<file path="src/rtl/spi_slv_pkg.sv">
package spi_slv_pkg;

    // Per-cycle events decoded from the synchronised serial lines
    typedef struct packed {
        logic active;   // chip select asserted (synchronised)
        logic start;    // frame begins this cycle
        logic stop;     // frame ends this cycle
        logic sample;   // sampling edge inside a frame
        logic drive;    // driving edge inside a frame
        logic din;      // synchronised serial input
    } spi_evt_t;

    typedef enum logic {
        SDO_ON_DRIVE = 1'b0,
        SDO_AFTER_DELAY = 1'b1
    } sdo_timing_e;

    // Rising edge samples when polarity and phase agree
    function automatic logic sample_on_rise(input logic cpol, input logic cpha);
        return cpol == cpha;
    endfunction

endpackage

</file>
<file path="src/rtl/spi_edge_detect.sv">
module spi_edge_detect
    import spi_slv_pkg::*;
#(
    parameter int SYNC_STAGES = 2
) (
    input  logic     clk,
    input  logic     rst,
    input  logic     cpol,
    input  logic     cpha,
    input  logic     sclk,
    input  logic     cs_n,
    input  logic     sdi,
    output spi_evt_t evt
);
    localparam int LAST = SYNC_STAGES - 1;

    logic [LAST:0] sclk_q;
    logic [LAST:0] cs_q;
    logic [LAST:0] sdi_q;
    logic          sclk_d;
    logic          cs_d;

    generate
        for (genvar g = 0; g < SYNC_STAGES; g++) begin : g_sync
            always_ff @(posedge clk) begin
                if (rst) begin
                    sclk_q[g] <= 1'b0;
                    cs_q[g]   <= 1'b1;
                    sdi_q[g]  <= 1'b0;
                end else if (g == 0) begin
                    sclk_q[g] <= sclk;
                    cs_q[g]   <= cs_n;
                    sdi_q[g]  <= sdi;
                end else begin
                    sclk_q[g] <= sclk_q[(g == 0) ? 0 : g - 1];
                    cs_q[g]   <= cs_q[(g == 0) ? 0 : g - 1];
                    sdi_q[g]  <= sdi_q[(g == 0) ? 0 : g - 1];
                end
            end
        end
    endgenerate

    always_ff @(posedge clk) begin
        if (rst) begin
            sclk_d <= 1'b0;
            cs_d   <= 1'b1;
        end else begin
            sclk_d <= sclk_q[LAST];
            cs_d   <= cs_q[LAST];
        end
    end

    logic rise, fall, on_rise;

    always_comb begin
        rise       = sclk_q[LAST] & ~sclk_d;
        fall       = ~sclk_q[LAST] & sclk_d;
        on_rise    = sample_on_rise(cpol, cpha);
        evt.active = ~cs_q[LAST];
        evt.start  = ~cs_q[LAST] & cs_d;
        evt.stop   = cs_q[LAST] & ~cs_d;
        evt.sample = evt.active & (on_rise ? rise : fall);
        evt.drive  = evt.active & (on_rise ? fall : rise);
        evt.din    = sdi_q[LAST];
    end

endmodule

</file>
<file path="src/rtl/spi_shift_core.sv">
module spi_shift_core #(
    parameter int WORD_BITS = 16,
    parameter int CHAIN_BIT = 15
) (
    input  logic                 clk,
    input  logic                 rst,
    input  logic                 frame_start,
    input  logic                 frame_stop,
    input  logic                 sample,
    input  logic                 din,
    output logic                 top_bit,
    output logic [WORD_BITS-1:0] rx_word,
    output logic                 rx_valid,
    output logic                 chain_en
);
    localparam int CW = $clog2(WORD_BITS + 2);
    localparam logic [CW-1:0] FULL = CW'(WORD_BITS);
    localparam logic [CW-1:0] OVER = CW'(WORD_BITS + 1);

    logic [WORD_BITS-1:0] shreg;
    logic [CW-1:0]        edges;

    assign top_bit = shreg[WORD_BITS-1];

    always_ff @(posedge clk) begin
        if (rst) begin
            shreg    <= '0;
            edges    <= '0;
            rx_word  <= '0;
            rx_valid <= 1'b0;
            chain_en <= 1'b0;
        end else begin
            rx_valid <= 1'b0;
            if (frame_start) begin
                edges <= '0;
            end else if (sample) begin
                shreg <= {shreg[WORD_BITS-2:0], din};
                if (edges != OVER) edges <= edges + 1'b1;
            end
            if (frame_stop && edges == FULL) begin
                rx_word  <= shreg;
                rx_valid <= 1'b1;
                if (shreg[CHAIN_BIT]) chain_en <= 1'b1;
            end
        end
    end

endmodule

</file>
<file path="src/rtl/spi_sdo_ctrl.sv">
module spi_sdo_ctrl
    import spi_slv_pkg::*;
#(
    parameter int DELAY_CYCLES = 3
) (
    input  logic        clk,
    input  logic        rst,
    input  logic        active,
    input  logic        frame_start,
    input  logic        sample,
    input  logic        drive,
    input  sdo_timing_e timing,
    input  logic        chain_en,
    input  logic        top_bit,
    output logic        sdo,
    output logic        sdo_oe
);
    localparam int DLY = (DELAY_CYCLES < 1) ? 1 : DELAY_CYCLES;
    localparam int DW  = $clog2(DLY + 1);
    localparam logic [DW-1:0] DLY_V = DW'(DLY);
    localparam logic [DW-1:0] ONE   = DW'(1);

    logic          sdo_q;
    logic [DW-1:0] wait_cnt;

    always_ff @(posedge clk) begin
        if (rst) begin
            sdo_q    <= 1'b0;
            wait_cnt <= '0;
        end else if (!active) begin
            wait_cnt <= '0;
        end else if (frame_start) begin
            sdo_q    <= top_bit;
            wait_cnt <= '0;
        end else if (timing == SDO_AFTER_DELAY) begin
            if (sample) begin
                wait_cnt <= DLY_V;
            end else if (wait_cnt != '0) begin
                wait_cnt <= wait_cnt - 1'b1;
                if (wait_cnt == ONE) sdo_q <= top_bit;
            end
        end else begin
            wait_cnt <= '0;
            if (drive) sdo_q <= top_bit;
        end
    end

    assign sdo    = sdo_q;
    assign sdo_oe = chain_en & active;

endmodule

</file>
<file path="src/rtl/spi_shift_slave.sv">
module spi_shift_slave
    import spi_slv_pkg::*;
#(
    parameter int WORD_BITS    = 16,
    parameter int CHAIN_BIT    = 15,
    parameter int DELAY_CYCLES = 3,
    parameter int SYNC_STAGES  = 2
) (
    input  logic                 clk,
    input  logic                 rst,
    input  logic                 cfg_cpol,
    input  logic                 cfg_cpha,
    input  logic                 cfg_late_sdo,
    input  logic                 sclk,
    input  logic                 cs_n,
    input  logic                 sdi,
    output logic                 sdo,
    output logic                 sdo_oe,
    output logic [WORD_BITS-1:0] rx_word,
    output logic                 rx_valid
);
    spi_evt_t    evt;
    logic        top_bit;
    logic        chain_en;
    sdo_timing_e timing;

    assign timing = sdo_timing_e'(cfg_late_sdo);

    spi_edge_detect #(.SYNC_STAGES(SYNC_STAGES)) u_edge (
        .clk  (clk),
        .rst  (rst),
        .cpol (cfg_cpol),
        .cpha (cfg_cpha),
        .sclk (sclk),
        .cs_n (cs_n),
        .sdi  (sdi),
        .evt  (evt)
    );

    spi_shift_core #(.WORD_BITS(WORD_BITS), .CHAIN_BIT(CHAIN_BIT)) u_core (
        .clk         (clk),
        .rst         (rst),
        .frame_start (evt.start),
        .frame_stop  (evt.stop),
        .sample      (evt.sample),
        .din         (evt.din),
        .top_bit     (top_bit),
        .rx_word     (rx_word),
        .rx_valid    (rx_valid),
        .chain_en    (chain_en)
    );

    spi_sdo_ctrl #(.DELAY_CYCLES(DELAY_CYCLES)) u_sdo (
        .clk         (clk),
        .rst         (rst),
        .active      (evt.active),
        .frame_start (evt.start),
        .sample      (evt.sample),
        .drive       (evt.drive),
        .timing      (timing),
        .chain_en    (chain_en),
        .top_bit     (top_bit),
        .sdo         (sdo),
        .sdo_oe      (sdo_oe)
    );

endmodule

</file>
<file path="config.mk">
export PLATFORM = sky130hd
export DESIGN_NAME = spi_shift_slave
export DESIGN_NICKNAME = d
export VERILOG_FILES = /design/src/rtl/spi_slv_pkg.sv /design/src/rtl/spi_edge_detect.sv /design/src/rtl/spi_shift_core.sv /design/src/rtl/spi_sdo_ctrl.sv /design/src/rtl/spi_shift_slave.sv
export SDC_FILE = /design/constraint.sdc
export NUM_CORES = 1
export LEC_CHECK = 0
export ABC_AREA = 1
export BUFFER_PORTS_ARGS = -buffer_cell sky130_fd_sc_hd__buf_4
export CAP_MARGIN = 20
export CELL_PAD_IN_SITES_DETAIL_PLACEMENT = 0
export CELL_PAD_IN_SITES_GLOBAL_PLACEMENT = 1
export CORE_MARGIN = 2
export CORE_UTILIZATION = 37
export DETAILED_ROUTE_END_ITERATION = 8
export HOLD_SLACK_MARGIN = 0.06
export PLACE_DENSITY = 0.79
export SLEW_MARGIN = 10
export SYNTH_ARGS = -nofsm -noshare
export SYNTH_HDL_FRONTEND = slang
export SYNTH_SLANG_ARGS = --single-unit
</file>
<file path="constraint.sdc">
create_clock -name clk -period 1.41 [get_ports clk]
set_input_delay 0.2115 -clock clk [delete_from_list [all_inputs] [get_ports clk]]
set_output_delay 0.2115 -clock clk [all_outputs]
set_load 0.02 [all_outputs]
</file>
==> results of run 1 <==
flip-flops by register name, summed over array words and instances (netlist names):
signal / cells
u_core.shreg: 16
u_core.rx_valid: 1
u_edge.evt: 1
u_edge.cs_d: 1
u_edge.cs_q: 2
u_sdo.sdo: 1
u_edge.sclk_d: 1
u_core.rx_word: 16
u_core.edges: 5
u_core.chain_en: 1
u_edge.sclk_q: 2
u_sdo.wait_cnt: 2
u_edge.sdi_q: 1
worst min-delay path by stage:
stage	endpoint	cells after the start	from	slack (ns)
finish	u_edge.cs_q[0]	2	cs_n	0.09
global route	u_edge.cs_q[0]	2	cs_n	0.1
CTS	u_edge.cs_q[0]	2	cs_n	0.08
detailed placement	u_edge.sclk_q[1]	2	u_edge.sclk_q[0]	0.40
global placement	u_edge.sclk_q[1]	2	u_edge.sclk_q[0]	0.39
floorplan	u_edge.cs_q[0]	1	cs_n	0.32
stage by stage:
stage                     setup slack (ns)  power [mW]  instance area, um^2  instances
after CTS                          0.06491       2.591                 2415        358
after floorplan                    0.01011       1.551                 1964        252
final                              0.07096       2.552                 2495        361
after global placement             0.09191       1.600                 2307        351
after global routing              -0.01788       2.661                 2495        361
after detailed placement           0.06732       1.601                 2307        351
power breakdown:
group / internal [mW] / switching (mW)
combinational: 0.0539 / 0.0704
sequential: 1.43 / 0.0147
clock: 0.522 / 0.457
logic make-up after synthesis:
logic type | synth area share (%)
muxes | 0.5732
DFF | 50.96
AOI/OAI and AO/OA | 10.76
xor gates and xnor gates | 1.338
and+or+nand+nor | 26.18
buffers and inverters | 7.005
adders and majority gates | 3.185
area by class of cell:
type | instances | area [um^2] | share of cell area [%]
Clock buffer | 5 | 68.82 | 2.758
Clock inverter | 2 | 38.79 | 1.555
Inverter | 24 | 95.09 | 3.811
Multi-Input combinational cell | 170 | 863.3 | 34.60
Sequential cell | 50 | 1005 | 40.27
Tap cell | 70 | 87.58 | 3.511
Timing Repair Buffer | 40 | 336.6 | 13.49
cell usage after synthesis:
| cell type | n | share of area [%] |
|---|---|---|
| o21ai_0 | 32 | 8.2 |
| nand3_2 | 3 | 1.5 |
| nor2_4 | 1 | 0.57 |
| inv_1 | 23 | 4.4 |
| buf_6 | 2 | 1.1 |
| ha_1 | 5 | 3.2 |
| a31oi_1 | 1 | 0.32 |
| buf_2 | 1 | 0.25 |
| or2_2 | 2 | 0.64 |
| mux2_2 | 1 | 0.57 |
| nand2_1 | 19 | 3.6 |
| nor4_4 | 1 | 1.1 |
| clkbuf_1 | 4 | 0.76 |
| nand4_1 | 2 | 0.64 |
| nor2_1 | 80 | 15 |
| dfxtp_1 | 50 | 51 |
| xor2_1 | 2 | 0.89 |
| nand3_1 | 11 | 2.8 |
| a21oi_1 | 9 | 2.3 |
| inv_2 | 1 | 0.19 |
| clkbuf_2 | 1 | 0.25 |
| xnor2_1 | 1 | 0.45 |
critical path, cell delays in order (launching register included):
cell and delay, ns:
dfxtp_2 0.33, inv_2 0.07, ha_4 0.14, nand3_4 0.07
nor4_4 0.22, buf_6 0.17, buf_4 0.14, o21ai_0 0.07
nor2_1 0.09
layer usage:
metal | vias to the layer above | part of all wire [%]
li1 | 878 | -
met1 | 695 | 51
met2 | 25 | 43
met3 | 6 | 4.0
met4 | 0 | 1.8
met5 | - | 0
timing repair:
action,CTS,global route
gates resized for setup,0,22
endpoints found under the setup margin,0,22
hold buffers,0,0
buffers inserted,0,2
==> impl_metrics.yaml, run 1 <==
status:
  outcome: "complete, no violations"
clock_network:
  cts_made_buffers: 5
  cts.sinks: 50
  clk_latency_ns: 0.30
  cts.clk_slew.worst_paths_ns: 0.09
  cts_buffer_depth: 2
  cts_root_buf: "clkbuf_8"
  h-tree-depth: 2
  cts_tree: "done"
sta:
  max-slew-margin-rel_pct: 82.06
  finalSetupViolCount: 0
  hold_viol: 0
  rsz0062_at_grt: "yes"
  tightest_slew_ns: 0.2687
  fin_setup_tns_ns: 0
  finalCritPeriodShare_pct: 94.97
  finalClockSkew_ns: 0.01164
  whs_ns: 0.09414
  period_needed_ns: 1.339
  clock.fmax_mhz: 746.8
  slew_violations: 0
die:
  die_y_um: 76.87
  ioPinCount: 27
  fp.coreArea_um2: 5107
  dieArea_um2: 5908
  die_w_um: 76.87
  std_cell_rows: 26
  initial_core_util_pct: 38.46
route:
  drc_errors: 0
  ant_nets: 0
  dr.pass1.iters: 4
  drt_wl_total_um: 3765
  vias: 1604
  drt_iter0_drc: 95
  viasPerCell: 4.443
  wl_per_cell_um: 10.43
placement:
  numPortBuffers: 26
  routabilityCongestion: 0.8167
  place.detailed.hpwl_um: 2535
global_route:
  top_usage_layer: "met2"
  grt_max_degree: 34
  grt_pass1_wl_um: 6230
  antenna_found_initial: 0
  met1_usage_pct: 16.85
  grt_use_met3_pct: 3.765
  track_usage_pct: 13.05
  globalRoute.totalOverflow: 0
  grtUsageMet2_pct: 20.09
  first_global_vias: 1387
min_path:
  hold_path.class: "primary input to flop"
layout:
  final_common_cell: "nor2_1"
  syn_to_final_growth_pct: 27.01
  final_layout_size_suffix_gt1_share_pct: 23.37
  final_core_util_pct: 48.85
  nFillCells: 516
  layout_common_cells: "nor2_1 (77), dfxtp_1 (47), buf_4 (35)"
  nets: 304
  antenna_cells: 0
worst_setup_path:
  critPathKind: "flop to flop"
  reg2reg_slack_ns: 0.07
  cp-start-kind: "flop"
  cp.required_ns: 1.65
  cp-end-kind: "flop"
  crit_start: "u_core.edges[0]"
  cp_max_fo: 5
  cp-endpoint: "u_core.rx_word[1]"
  arrival_ns: 1.58
  reg2reg_to: "u_core.rx_word[1]"
  r2r-start: "u_core.edges[0]"
  r2r_cells: 8
synth:
  synth-seq-cells: 50
  syn_nets: 265
  syn-cell-area_um2: 1964
  syn_area_per_cell_um2: 7.795
  synth_warnings: 0
  ys_seq_area_share_pct: 50.96
  ys_types: 22
  synthCells: 252
pwr:
  ir_worst_vdd_uv: 383.2
  power_density_nw_per_um2: 1023
  p_leak_nw: 1.172
flow_run:
  drv_cap: 0
Power figures use the tool's default switching activity.
==> run 2, diff against run 1 <==
==> constraint.sdc (replaced) <==
create_clock -name clk -period 1.41 [get_ports clk]
set_input_delay 0 -clock clk [delete_from_list [all_inputs] [get_ports clk]]
set_output_delay 0 -clock clk [all_outputs]
set_load 0.02 [all_outputs]
==> run 2 against run 1 <==
Clock-buffer cell count is the same; non-clock buffer count up 8; largest cell class unchanged; sequential cell count stayed put; die area unchanged; critical path depth did not move; sequential power is essentially flat; power grew 2.7%; wire length rose by 2.0%; global-route usage is 0.43 points higher; via count rose by 2.2%; largest power group unchanged; hold slack improved by 0.22 ns.
==> impl_metrics.yaml, run 2 (synthesis gave the netlist of run 1 again) <==
global_route:
  antenna_found_initial: 0
  first_global_vias: 1403
  track_usage_pct: 13.48
  grt_pass1_wl_um: 6396
  globalRoute.totalOverflow: 0
  grt_max_degree: 32
route:
  viasPerCell: 4.432
  drt_iter0_drc: 101
  ant_nets: 0
  drc_errors: 0
  vias: 1640
  drt_wl_total_um: 3842
  dr.pass1.iters: 4
  wl_per_cell_um: 10.38
worst_setup_path:
  crit_slowest_cell: "dfxtp_2"
  cp_common_cell: "buf_4"
  arrival_ns: 1.63
  cp-start-kind: "flop"
  cp_max_fo: 5
  crit_path_max_incr_delay_ns: 0.34
  path_cells: "inv_2 > ha_4 > nand3_2 > nor4_4 > buf_4 > buf_4 > o21ai_0 > nor2_1"
  cp.required_ns: 1.66
  critPathKind: "flop to flop"
  cp-end-kind: "flop"
layout:
  nets: 312
  layout_common_cells: "nor2_1 (79), dfxtp_1 (48), buf_4 (38)"
  final_area_um2: 2547
  final_common_cell: "nor2_1"
  final_core_util_pct: 49.88
  final_layout_size_suffix_gt1_share_pct: 22.00
  antenna_cells: 0
  syn_to_final_growth_pct: 29.68
  top_regs: "u_core.rx_word: 16 flops, u_core.shreg: 16 flops, u_core.edges: 5 flops"
  stdcell_count: 370
  nFillCells: 504
sta:
  hold_viol: 0
  rsz0062_at_grt: "yes"
  finalSetupViolCount: 0
  clock.fmax_mhz: 723.2
  finalClockSkew_ns: 0.007671
  max-slew-margin-rel_pct: 82.48
  period_needed_ns: 1.383
  slew_violations: 0
  finalCritPeriodShare_pct: 98.07
  tightest_slew_ns: 0.2625
  setup_ws_ns: 0.02724
placement:
  place.detailed.hpwl_um: 2531
  routabilityCongestion: 0.8162
  place_ws_ns: 0.04891
  numPortBuffers: 26
  dp.cells: 351
  placed_area_um2: 2295
min_path:
  hold_path.class: "primary input to flop"
die:
  die_w_um: 76.87
  std_cell_rows: 26
  initial_core_util_pct: 38.46
  ioPinCount: 27
  fp.coreArea_um2: 5107
  dieArea_um2: 5908
  die_y_um: 76.87
pwr:
  power_density_nw_per_um2: 1028
  p_leak_nw: 1.205
  ir_worst_vdd_uv: 489.7
clock_network:
  cts_tree: "done"
  cts_buffer_depth: 2
  cts.clk_slew.worst_paths_ns: 0.09
  clk_latency_ns: 0.31
  cts_root_buf: "clkbuf_8"
  cts.sinks: 50
  cts_made_buffers: 5
  h-tree-depth: 2
status:
  outcome: "complete, no violations"
flow_run:
  drv_cap: 0
## run 2: worst max-delay path: cells and delay by family, from the launching register on
kind	cells	cell delay [ns]
fa+ha+maj	1	0.13
compound gates	1	0.07
flops	1	0.34
simple gates	3	0.40
buf+inv	3	0.40
## run 2: what timing repair did
action | 4_1_cts | 5_1_grt
endpoints found under the hold margin | 13 | 0
resized for setup | 0 | 17
hold buffers | 8 | 0
setup endpoints to repair | 0 | 27
setup buffers | 0 | 2
## run 2: final timing paths
check,cells past startpoint,endpoint,startpoint,slack [ns]
min reg2reg,2,u_edge.sclk_q[1],u_edge.sclk_q[0],0.40
max reg2reg,8,u_core.rx_word[3],u_core.edges[1],0.03
max,8,u_core.rx_word[3],u_core.edges[1],0.03
min,7,u_sdo.wait_cnt[0],cfg_cpha,0.31
## run 2: final cells by class
cell class / instances / area, um^2 / area share [%]
Sequential cell: 50 / 1003 / 39.39
Multi-Input combinational cell: 170 / 850.8 / 33.40
Timing Repair Buffer: 48 / 396.6 / 15.57
Inverter: 24 / 92.59 / 3.635
Tap cell: 70 / 87.58 / 3.438
Clock buffer: 5 / 68.82 / 2.701
Clock inverter: 3 / 47.55 / 1.866
## run 2: power by group
group          switching [mW]  leakage, nW  internal, mW  total, mW
clock                   0.493       0.0591         0.541       1.03
sequential             0.0142        0.406          1.43       1.45
combinational          0.0732        0.740        0.0641      0.137
total                   0.581         1.20          2.04       2.62
## run 2: through the flow
step / setup TNS (ns) / total power [mW] / hold slack (ns)
3_5_place_dp: 0 / 1.597 / 0.1874
2_1_floorplan: 0 / 1.551 / 0.1038
4_1_cts: 0 / 2.663 / 0.3037
3_3_place_gp: 0 / 1.595 / 0.1856
5_1_grt: -1.031 / 2.749 / 0.3271
6_report: 0 / 2.620 / 0.3106
## run 2: metal layers
metal / global-route usage (%) / share of wire [%] / up-vias
met5: 0 / 0 / -
met3: 4.235 / 4.5 / 5
met4: 6.545 / 1.4 / 0
met1: 18.20 / 52 / 707
li1: - / - / 898
met2: 19.39 / 42 / 30
